[config.mk]
export PLATFORM = sky130hd
export DESIGN_NAME = addr_latch_demux
export DESIGN_NICKNAME = d
export VERILOG_FILES = /design/src/rtl/addr_latch_pkg.sv /design/src/rtl/addr_latch_mode.sv /design/src/rtl/addr_latch_select.sv /design/src/rtl/addr_latch_bank.sv /design/src/rtl/addr_latch_demux.sv
export SDC_FILE = /design/constraint.sdc
export NUM_CORES = 1
export LEC_CHECK = 0
export ABC_AREA = 1
export ABC_CLOCK_PERIOD_IN_PS = 800
export CORE_AREA = 8 8 45 47
export DETAILED_ROUTE_END_ITERATION = 8
export DIE_AREA = 0 0 53 55
export GPL_TIMING_DRIVEN = 0
export PLACE_DENSITY = 0.68
export SYNTH_ARGS = -nofsm -noshare
export SYNTH_HDL_FRONTEND = slang
export SYNTH_HIERARCHICAL = 1
export SYNTH_SLANG_ARGS = --single-unit
[constraint.sdc]
create_clock -name clk -period 0.8 [get_ports clk]
set_input_delay 0.16 -clock clk [delete_from_list [all_inputs] [get_ports clk]]
set_output_delay 0.16 -clock clk [all_outputs]
set_load 0.05 [all_outputs]
[src/rtl/addr_latch_pkg.sv]
package addr_latch_pkg;

  typedef enum logic [1:0] {
    MODE_HOLD  = 2'd0,
    MODE_WRITE = 2'd1,
    MODE_CLEAR = 2'd2,
    MODE_DEMUX = 2'd3
  } latch_mode_e;

  localparam logic LINE_OFF = 1'b1;

  // Next value of one output line in a given mode.
  function automatic logic next_line(
    input latch_mode_e mode,
    input logic        picked,
    input logic        level,
    input logic        cur
  );
    logic r;
    unique case (mode)
      MODE_HOLD:  r = cur;
      MODE_WRITE: r = picked ? level : cur;
      MODE_CLEAR: r = LINE_OFF;
      MODE_DEMUX: r = picked ? level : LINE_OFF;
      default:    r = cur;
    endcase
    return r;
  endfunction

endpackage

[src/rtl/addr_latch_mode.sv]
module addr_latch_mode
  import addr_latch_pkg::*;
(
  input  logic        en_n,
  input  logic        clr_n,
  output latch_mode_e mode
);
  always_comb begin
    unique case ({en_n, clr_n})
      2'b11:   mode = MODE_HOLD;
      2'b01:   mode = MODE_WRITE;
      2'b10:   mode = MODE_CLEAR;
      default: mode = MODE_DEMUX;
    endcase
  end
endmodule

[src/rtl/addr_latch_select.sv]
module addr_latch_select #(
  parameter int ADDR_W = 3,
  localparam int NUM_OUT = 1 << ADDR_W
) (
  input  logic [ADDR_W-1:0]  sel,
  output logic [NUM_OUT-1:0] pick
);
  for (genvar i = 0; i < NUM_OUT; i++) begin : g_pick
    assign pick[i] = (sel == ADDR_W'(i));
  end
endmodule

[src/rtl/addr_latch_bank.sv]
module addr_latch_bank
  import addr_latch_pkg::*;
#(
  parameter int NUM_OUT = 8
) (
  input  logic               clk,
  input  logic               rst,
  input  latch_mode_e        mode,
  input  logic [NUM_OUT-1:0] pick,
  input  logic               level,
  output logic [NUM_OUT-1:0] lines
);
  for (genvar i = 0; i < NUM_OUT; i++) begin : g_cell
    logic cell_q;
    always_ff @(posedge clk) begin
      if (rst) cell_q <= LINE_OFF;
      else     cell_q <= next_line(mode, pick[i], level, cell_q);
    end
    assign lines[i] = cell_q;
  end
endmodule

[src/rtl/addr_latch_demux.sv]
module addr_latch_demux
  import addr_latch_pkg::*;
#(
  parameter int ADDR_W = 3,
  localparam int NUM_OUT = 1 << ADDR_W
) (
  input  logic               clk,
  input  logic               rst,
  input  logic               din,
  input  logic [ADDR_W-1:0]  sel,
  input  logic               en_n,
  input  logic               clr_n,
  output logic [NUM_OUT-1:0] q_n
);
  latch_mode_e        mode;
  logic [NUM_OUT-1:0] pick;
  logic               level;

  assign level = ~din;

  addr_latch_mode u_mode (
    .en_n  (en_n),
    .clr_n (clr_n),
    .mode  (mode)
  );

  addr_latch_select #(.ADDR_W(ADDR_W)) u_sel (
    .sel  (sel),
    .pick (pick)
  );

  addr_latch_bank #(.NUM_OUT(NUM_OUT)) u_bank (
    .clk   (clk),
    .rst   (rst),
    .mode  (mode),
    .pick  (pick),
    .level (level),
    .lines (q_n)
  );
endmodule

==> impl_metrics.ini, run 1 <==
[critical_path]
endpoint_kind = output port
start_kind = flip-flop
cp.required_ps = 640
arrival_ps = 820
crit_path_max_fanout = 2
crit_type = flip-flop to output port

[layout]
reg_top3 = u_bank/g_cell.cell_q: 8 flops
areaGrowthSynthToFinish_pct = 66.58
num_antenna_cells = 0
num-fill-cells = 130
multi_input_area_um2 = 216.5
largest_register = u_bank/g_cell.cell_q
largest_reg_flops = 8
final_cells = 106
seq_area_um2 = 170.2
fin_area_um2 = 804.5
finalNetCount = 100
drive_gt1_frac = 0.5333

[cts]
clockBufferDepth = 2
cts-root-buf = clkbuf_4
htreeDepth = 1
clk_pin_slew_ps = 50
cts_tree = done
worst_skew_pair.late_latency_ps = 250
cts.sink_count = 8
cts_hold_buf = 0
cts_buffers = 3

[die]
die-area_mm2 = 0.002915
ioPinCount = 16
start_util = 0.3490
die_h_um = 55
num_rows = 14
die_x_um = 53
core_mm2 = 0.001384

[yosys]
syn_area_um2 = 483.0
syn_area_per_cell_um2 = 6.899
synth-seq-cells = 8
synth_nets = 78
synth-warning-count = 6
yosysSeqAreaShare = 0.3316
netlist_instances = 70
synthDistinctLibCells = 13

[grt]
grt_pass1_vias = 451
grt_antenna_before_repair = 0
grt_pass1_wl_um = 1904
grt-ovfl-total = 0
grtUsageTotal = 0.08648
grt_max_degree = 9

[detailed_routing]
post_drt_wl_per_cell_um = 11.08
wl_um = 1175
drt_iter0_drc = 7
drtAntennaViolNets = 0
remaining_drc_errors = 0
drtPass1Iterations = 5
vias_per_cell = 4.679
vias = 496

[placement]
io_buffers = 15
post_dp_cell_area_um2 = 653.1
hpwl_um = 806.4
gp_congestion = 0.8454
dp.cells = 101

[sta]
fmax_mhz = 1018
setup-violations-final = 8
min_period_ps = 982.1
slew_headroom = 0.8958
fin_crit_sh = 1.228
setup_ws_ps = -182.1
holdWs_ps = 291.4
finalHoldViolCount = 0
slew_violations = 0
worst_pin_slew_ps = 156.1
rsz0062_at_grt = yes
finClkSkew_ps = 0

[power]
p_leak_uw = 0.0003513
power.density_mw_per_mm2 = 1203
ir_worst_vdd_mv = 0.7064

[run_status]
violations = negative setup slack
status = complete, but fails checks

[hold_path]
hold_path.class = primary input to flip-flop

[run]
maxCapViolations = 0
## report_power, final
part | leakage (uW) | switching [uW] | total [uW] | internal, uW
combinational | 0.000276 | 127 | 252 | 124
clock | 0.0000138 | 128 | 300 | 171
sequential | 0.0000615 | 6.75 | 417 | 410
## final cells by class
cell class / count / area share
inverter: 7 / 0.03577
tap: 16 / 0.02488
clock buffer: 3 / 0.02799
timing repair buffer: 19 / 0.2939
buffer: 9 / 0.1369
sequential: 8 / 0.2115
multi-input combinational: 44 / 0.2691
## cells by family (layout without fill, tap and decap cells)
kind of cell           count (synthesis)  after routing  share of synthesized area
and+or+nand+nor                       36             36                     0.3316
buffers and inverters                 18             38                     0.2539
DFF                                    8              8                     0.3316
AOI/OAI and AO/OA                      8              8                    0.08290
## cells in the mapped netlist
library cell | instances | area share
o21ai_1 | 2 | 0.021
dfxtp_1 | 8 | 0.33
nand2_2 | 2 | 0.026
buf_4 | 8 | 0.12
nand2_1 | 10 | 0.078
inv_1 | 6 | 0.047
buf_12 | 1 | 0.041
nand3_1 | 16 | 0.17
o21ai_0 | 6 | 0.062
nor2_1 | 8 | 0.062
buf_6 | 1 | 0.023
inv_2 | 1 | 0.0078
buf_2 | 1 | 0.010
## through the flow
stage / TNS [ps] / total power (uW) / utilization / worst slack, ps
6_report: -1371 / 968.2 / 0.5814 / -182.1
2_1_floorplan: 0 / 549.9 / - / 91.08
3_5_place_dp: -8150 / 623.8 / 0.4720 / -589.3
5_1_grt: -1666 / 1039 / 0.5814 / -216.3
3_3_place_gp: -8031 / 622.0 / 0.4720 / -559.3
4_1_cts: -1456 / 980.0 / 0.5732 / -186.3
## cells in the final DEF, fill, tap and decap left out, types with 2 or more instances in the layout
cell,Yosys,routed
buf_6,1,8
dfxtp_2,0,8
nand3_1,16,16
clkbuf_2,0,2
clkdlybuf4s50_1,0,2
nor2_2,0,5
nor2_1,8,3
clkbuf_4,0,3
buf_8,0,8
inv_2,1,5
o21ai_1,2,7
nand2_1,10,10
nand2_2,2,2
buf_4,8,3
## worst max-delay path, stage by stage, from the launching register on
cell	delay [ps]
dfxtp_2	330
buf_6	110
buf_8	140
## per-layer routing
| metal | vias to the layer above | track usage | wire length, um |
|---|---|---|---|
| met4 | 0 | 0.05172 | 0 |
| met5 | - | 0 | 0 |
| met2 | 12 | 0.1230 | 571 |
| li1 | 261 | - | - |
| met1 | 223 | 0.1099 | 520 |
| met3 | 0 | 0.02941 | 82 |
## path summary, 6_finish.rpt
check                                                          start                                   end  slack (ps)  depth (start not counted)
worst min-delay path                                          sel[2]  u_bank/g_cell[1].cell_q$_SDFFE_PP1P_         290                          4
worst min register to register  u_bank/g_cell[5].cell_q$_SDFFE_PP1P_  u_bank/g_cell[5].cell_q$_SDFFE_PP1P_         470                          2
worst max register to register  u_bank/g_cell[4].cell_q$_SDFFE_PP1P_  u_bank/g_cell[4].cell_q$_SDFFE_PP1P_         130                          2
worst max-delay path            u_bank/g_cell[1].cell_q$_SDFFE_PP1P_                                q_n[1]        -180                          2
## timing repair
action	in CTS	in global routing
resized for setup	95	13
endpoints found under the setup margin	16	16
cloned	1	0
pin swaps	3	3
buffers inserted	3	0
No activity file was read; power rests on OpenSTA's default activity.
==> inputs of run 2 (changes only) <==
--- a/config.mk
+++ b/config.mk
@@ -12,6 +12,7 @@
 export DIE_AREA = 0 0 53 55
 export GPL_TIMING_DRIVEN = 0
 export PLACE_DENSITY = 0.68
+export SLEW_MARGIN = 20
 export SYNTH_ARGS = -nofsm -noshare
 export SYNTH_HDL_FRONTEND = slang
 export SYNTH_HIERARCHICAL = 1
==> results of run 2 <==
The final DEF is identical to that of run 1; final timing and power are the same.
==> inputs of run 3 (changes only) <==
--- a/config.mk
+++ b/config.mk
@@ -11,7 +11,7 @@
 export DETAILED_ROUTE_END_ITERATION = 8
 export DIE_AREA = 0 0 53 55
 export GPL_TIMING_DRIVEN = 0
-export PLACE_DENSITY = 0.68
+export PLACE_DENSITY = 0.7
 export SLEW_MARGIN = 20
 export SYNTH_ARGS = -nofsm -noshare
 export SYNTH_HDL_FRONTEND = slang
==> impl_metrics.ini, run 3 (same netlist as run 1, synthesis figures left out) <==
[run_status]
status = complete, but fails checks
violations = negative setup slack

[cts]
cts-root-buf = clkbuf_4
clk_pin_slew_ps = 60
cts_tree = done
clockBufferDepth = 2
cts_buffers = 3
cts.sink_count = 8
worst_skew_pair.late_latency_ps = 260
htreeDepth = 1

[detailed_routing]
highest_layer = met4
remaining_drc_errors = 0
routed-wl-met2_um = 637
drt_iter0_drc = 10
wl_um = 1285
post_drt_wl_per_cell_um = 12.24
drtPass1Iterations = 4
wl_met1_um = 507
drtAntennaViolNets = 0
vias = 501
vias_per_cell = 4.771
wl_met3_um = 83

[grt]
grt_pass1_wl_um = 2201
grtUsageTotal = 0.1056
grt_pass1_vias = 532
grt-ovfl-total = 0
grt_max_degree = 9
grt_antenna_before_repair = 0

[placement]
hpwl_um = 805.5
dp.cells = 101
place_ws_ps = -569.9
io_buffers = 15
gp_congestion = 0.8053

[die]
num_rows = 14
ioPinCount = 16
die-area_mm2 = 0.002915
start_util = 0.3490
core_mm2 = 0.001384
die_x_um = 53
die_h_um = 55

[layout]
final_cells = 105
mostFrequentLayoutCell = nand3_1
reg_top3 = u_bank/g_cell.cell_q: 8 flops
drive_gt1_frac = 0.5393
mostFrequentLayoutCells = 16 x nand3_1, 8 x buf_8, 8 x nand2_1, 8 x buf_6, 8 x dfxtp_2
num_antenna_cells = 0
finalNetCount = 99
largest_reg_flops = 8
largest_register = u_bank/g_cell.cell_q
areaGrowthSynthToFinish_pct = 62.95

[sta]
worst_pin_slew_ps = 255.6
slew_headroom = 0.8294
finClkSkew_ps = 0
setup_ws_ps = -197.7
setup-violations-final = 8
rsz0062_at_grt = yes
holdWs_ps = 290.2
slew_violations = 0
setup_tns_ps = -1530
fin_crit_sh = 1.247
finalHoldViolCount = 0
fmax_mhz = 1002
min_period_ps = 997.7

[critical_path]
crit_type = flip-flop to output port
rrSetupSlack_ps = 60
endpoint_kind = output port
ff2ff_path_depth = 2
worstReg2RegEnd = u_bank/g_cell[3].cell_q$_SDFFE_PP1P_
start_kind = flip-flop
crit_path_max_fanout = 2
timing.rr.start = u_bank/g_cell[3].cell_q$_SDFFE_PP1P_
arrival_ps = 840
cp.required_ps = 640

[hold_path]
worstHoldStart = sel[2]
whs_path_depth = 4
hold_path.class = primary input to flip-flop
min_to = u_bank/g_cell[0].cell_q$_SDFFE_PP1P_

[power]
ir_worst_vdd_mv = 0.6737
p_switching_uw = 294.0
swShare = 0.2963
seqPwrFrac = 0.420
p_comb_frac = 0.247
intPower_uw = 698.1
p_leak_uw = 0.0003392
clkPwrFrac = 0.332
power.density_mw_per_mm2 = 1261
power_uw = 992.1

[run]
maxCapViolations = 0
## run 3: how the worst max path moves through the flow
stage | depth (start not counted) | slack (ps) | to | from
floorplan | 6 | 90 | u_bank/g_cell[5].cell_q$_SDFFE_PP1P_ | en_n
global placement | 2 | -560 | q_n[6] | u_bank/g_cell[6].cell_q$_SDFFE_PP1P_
detailed placement | 2 | -570 | q_n[5] | u_bank/g_cell[5].cell_q$_SDFFE_PP1P_
CTS | 2 | -200 | q_n[6] | u_bank/g_cell[6].cell_q$_SDFFE_PP1P_
global route | 2 | -220 | q_n[5] | u_bank/g_cell[5].cell_q$_SDFFE_PP1P_
finish | 2 | -200 | q_n[3] | u_bank/g_cell[3].cell_q$_SDFFE_PP1P_
## run 3: cell type report
class	count	area, um^2
timing repair buffer	18	219.0
multi-input combinational	44	216.5
fill	142	596.8
tap	16	20.02
inverter	7	28.78
buffer	9	110.1
sequential	8	170.2
clock buffer	3	22.52
## run 3: what timing repair did
item / CTS / global route
endpoints found under the setup margin: 16 / 16
pin swaps: 1 / 4
setup buffers: 1 / 1
cloned: 1 / 0
hold buffers: 0 / 0
gates resized for setup: 89 / 18
endpoints found under the hold margin: 0 / 0
## run 3: power groups by stage
| stage | clock network (uW) | logic [uW] | registers, uW |
|---|---|---|---|
| CTS | 341 | 235 | 416 |
| finish | 330 | 245 | 417 |
| global placement | 0 | 201 | 421 |
| floorplan | 0 | 130 | 420 |
| global route | 358 | 263 | 418 |
| detailed placement | 0 | 202 | 421 |
## run 3: critical path, stage by stage (launching register included)
cell and delay, ps:
dfxtp_2 330, buf_6 110, buf_8 140
## run 3: per-layer routing
metal | vias up | track usage
li1 | 258 | -
met1 | 222 | 0.1053
met2 | 16 | 0.1641
met3 | 5 | 0.02406
met4 | 0 | 0.1336
met5 | - | 0
## run 3: through the flow
| stage | area [um^2] | util |
|---|---|---|
| finish | 787.0 | 0.5687 |
| global route | 787.0 | 0.5687 |
| CTS | 777.0 | 0.5615 |
| detailed placement | 653.1 | 0.4720 |
| global placement | 653.1 | 0.4720 |
| floorplan | 483.0 | - |
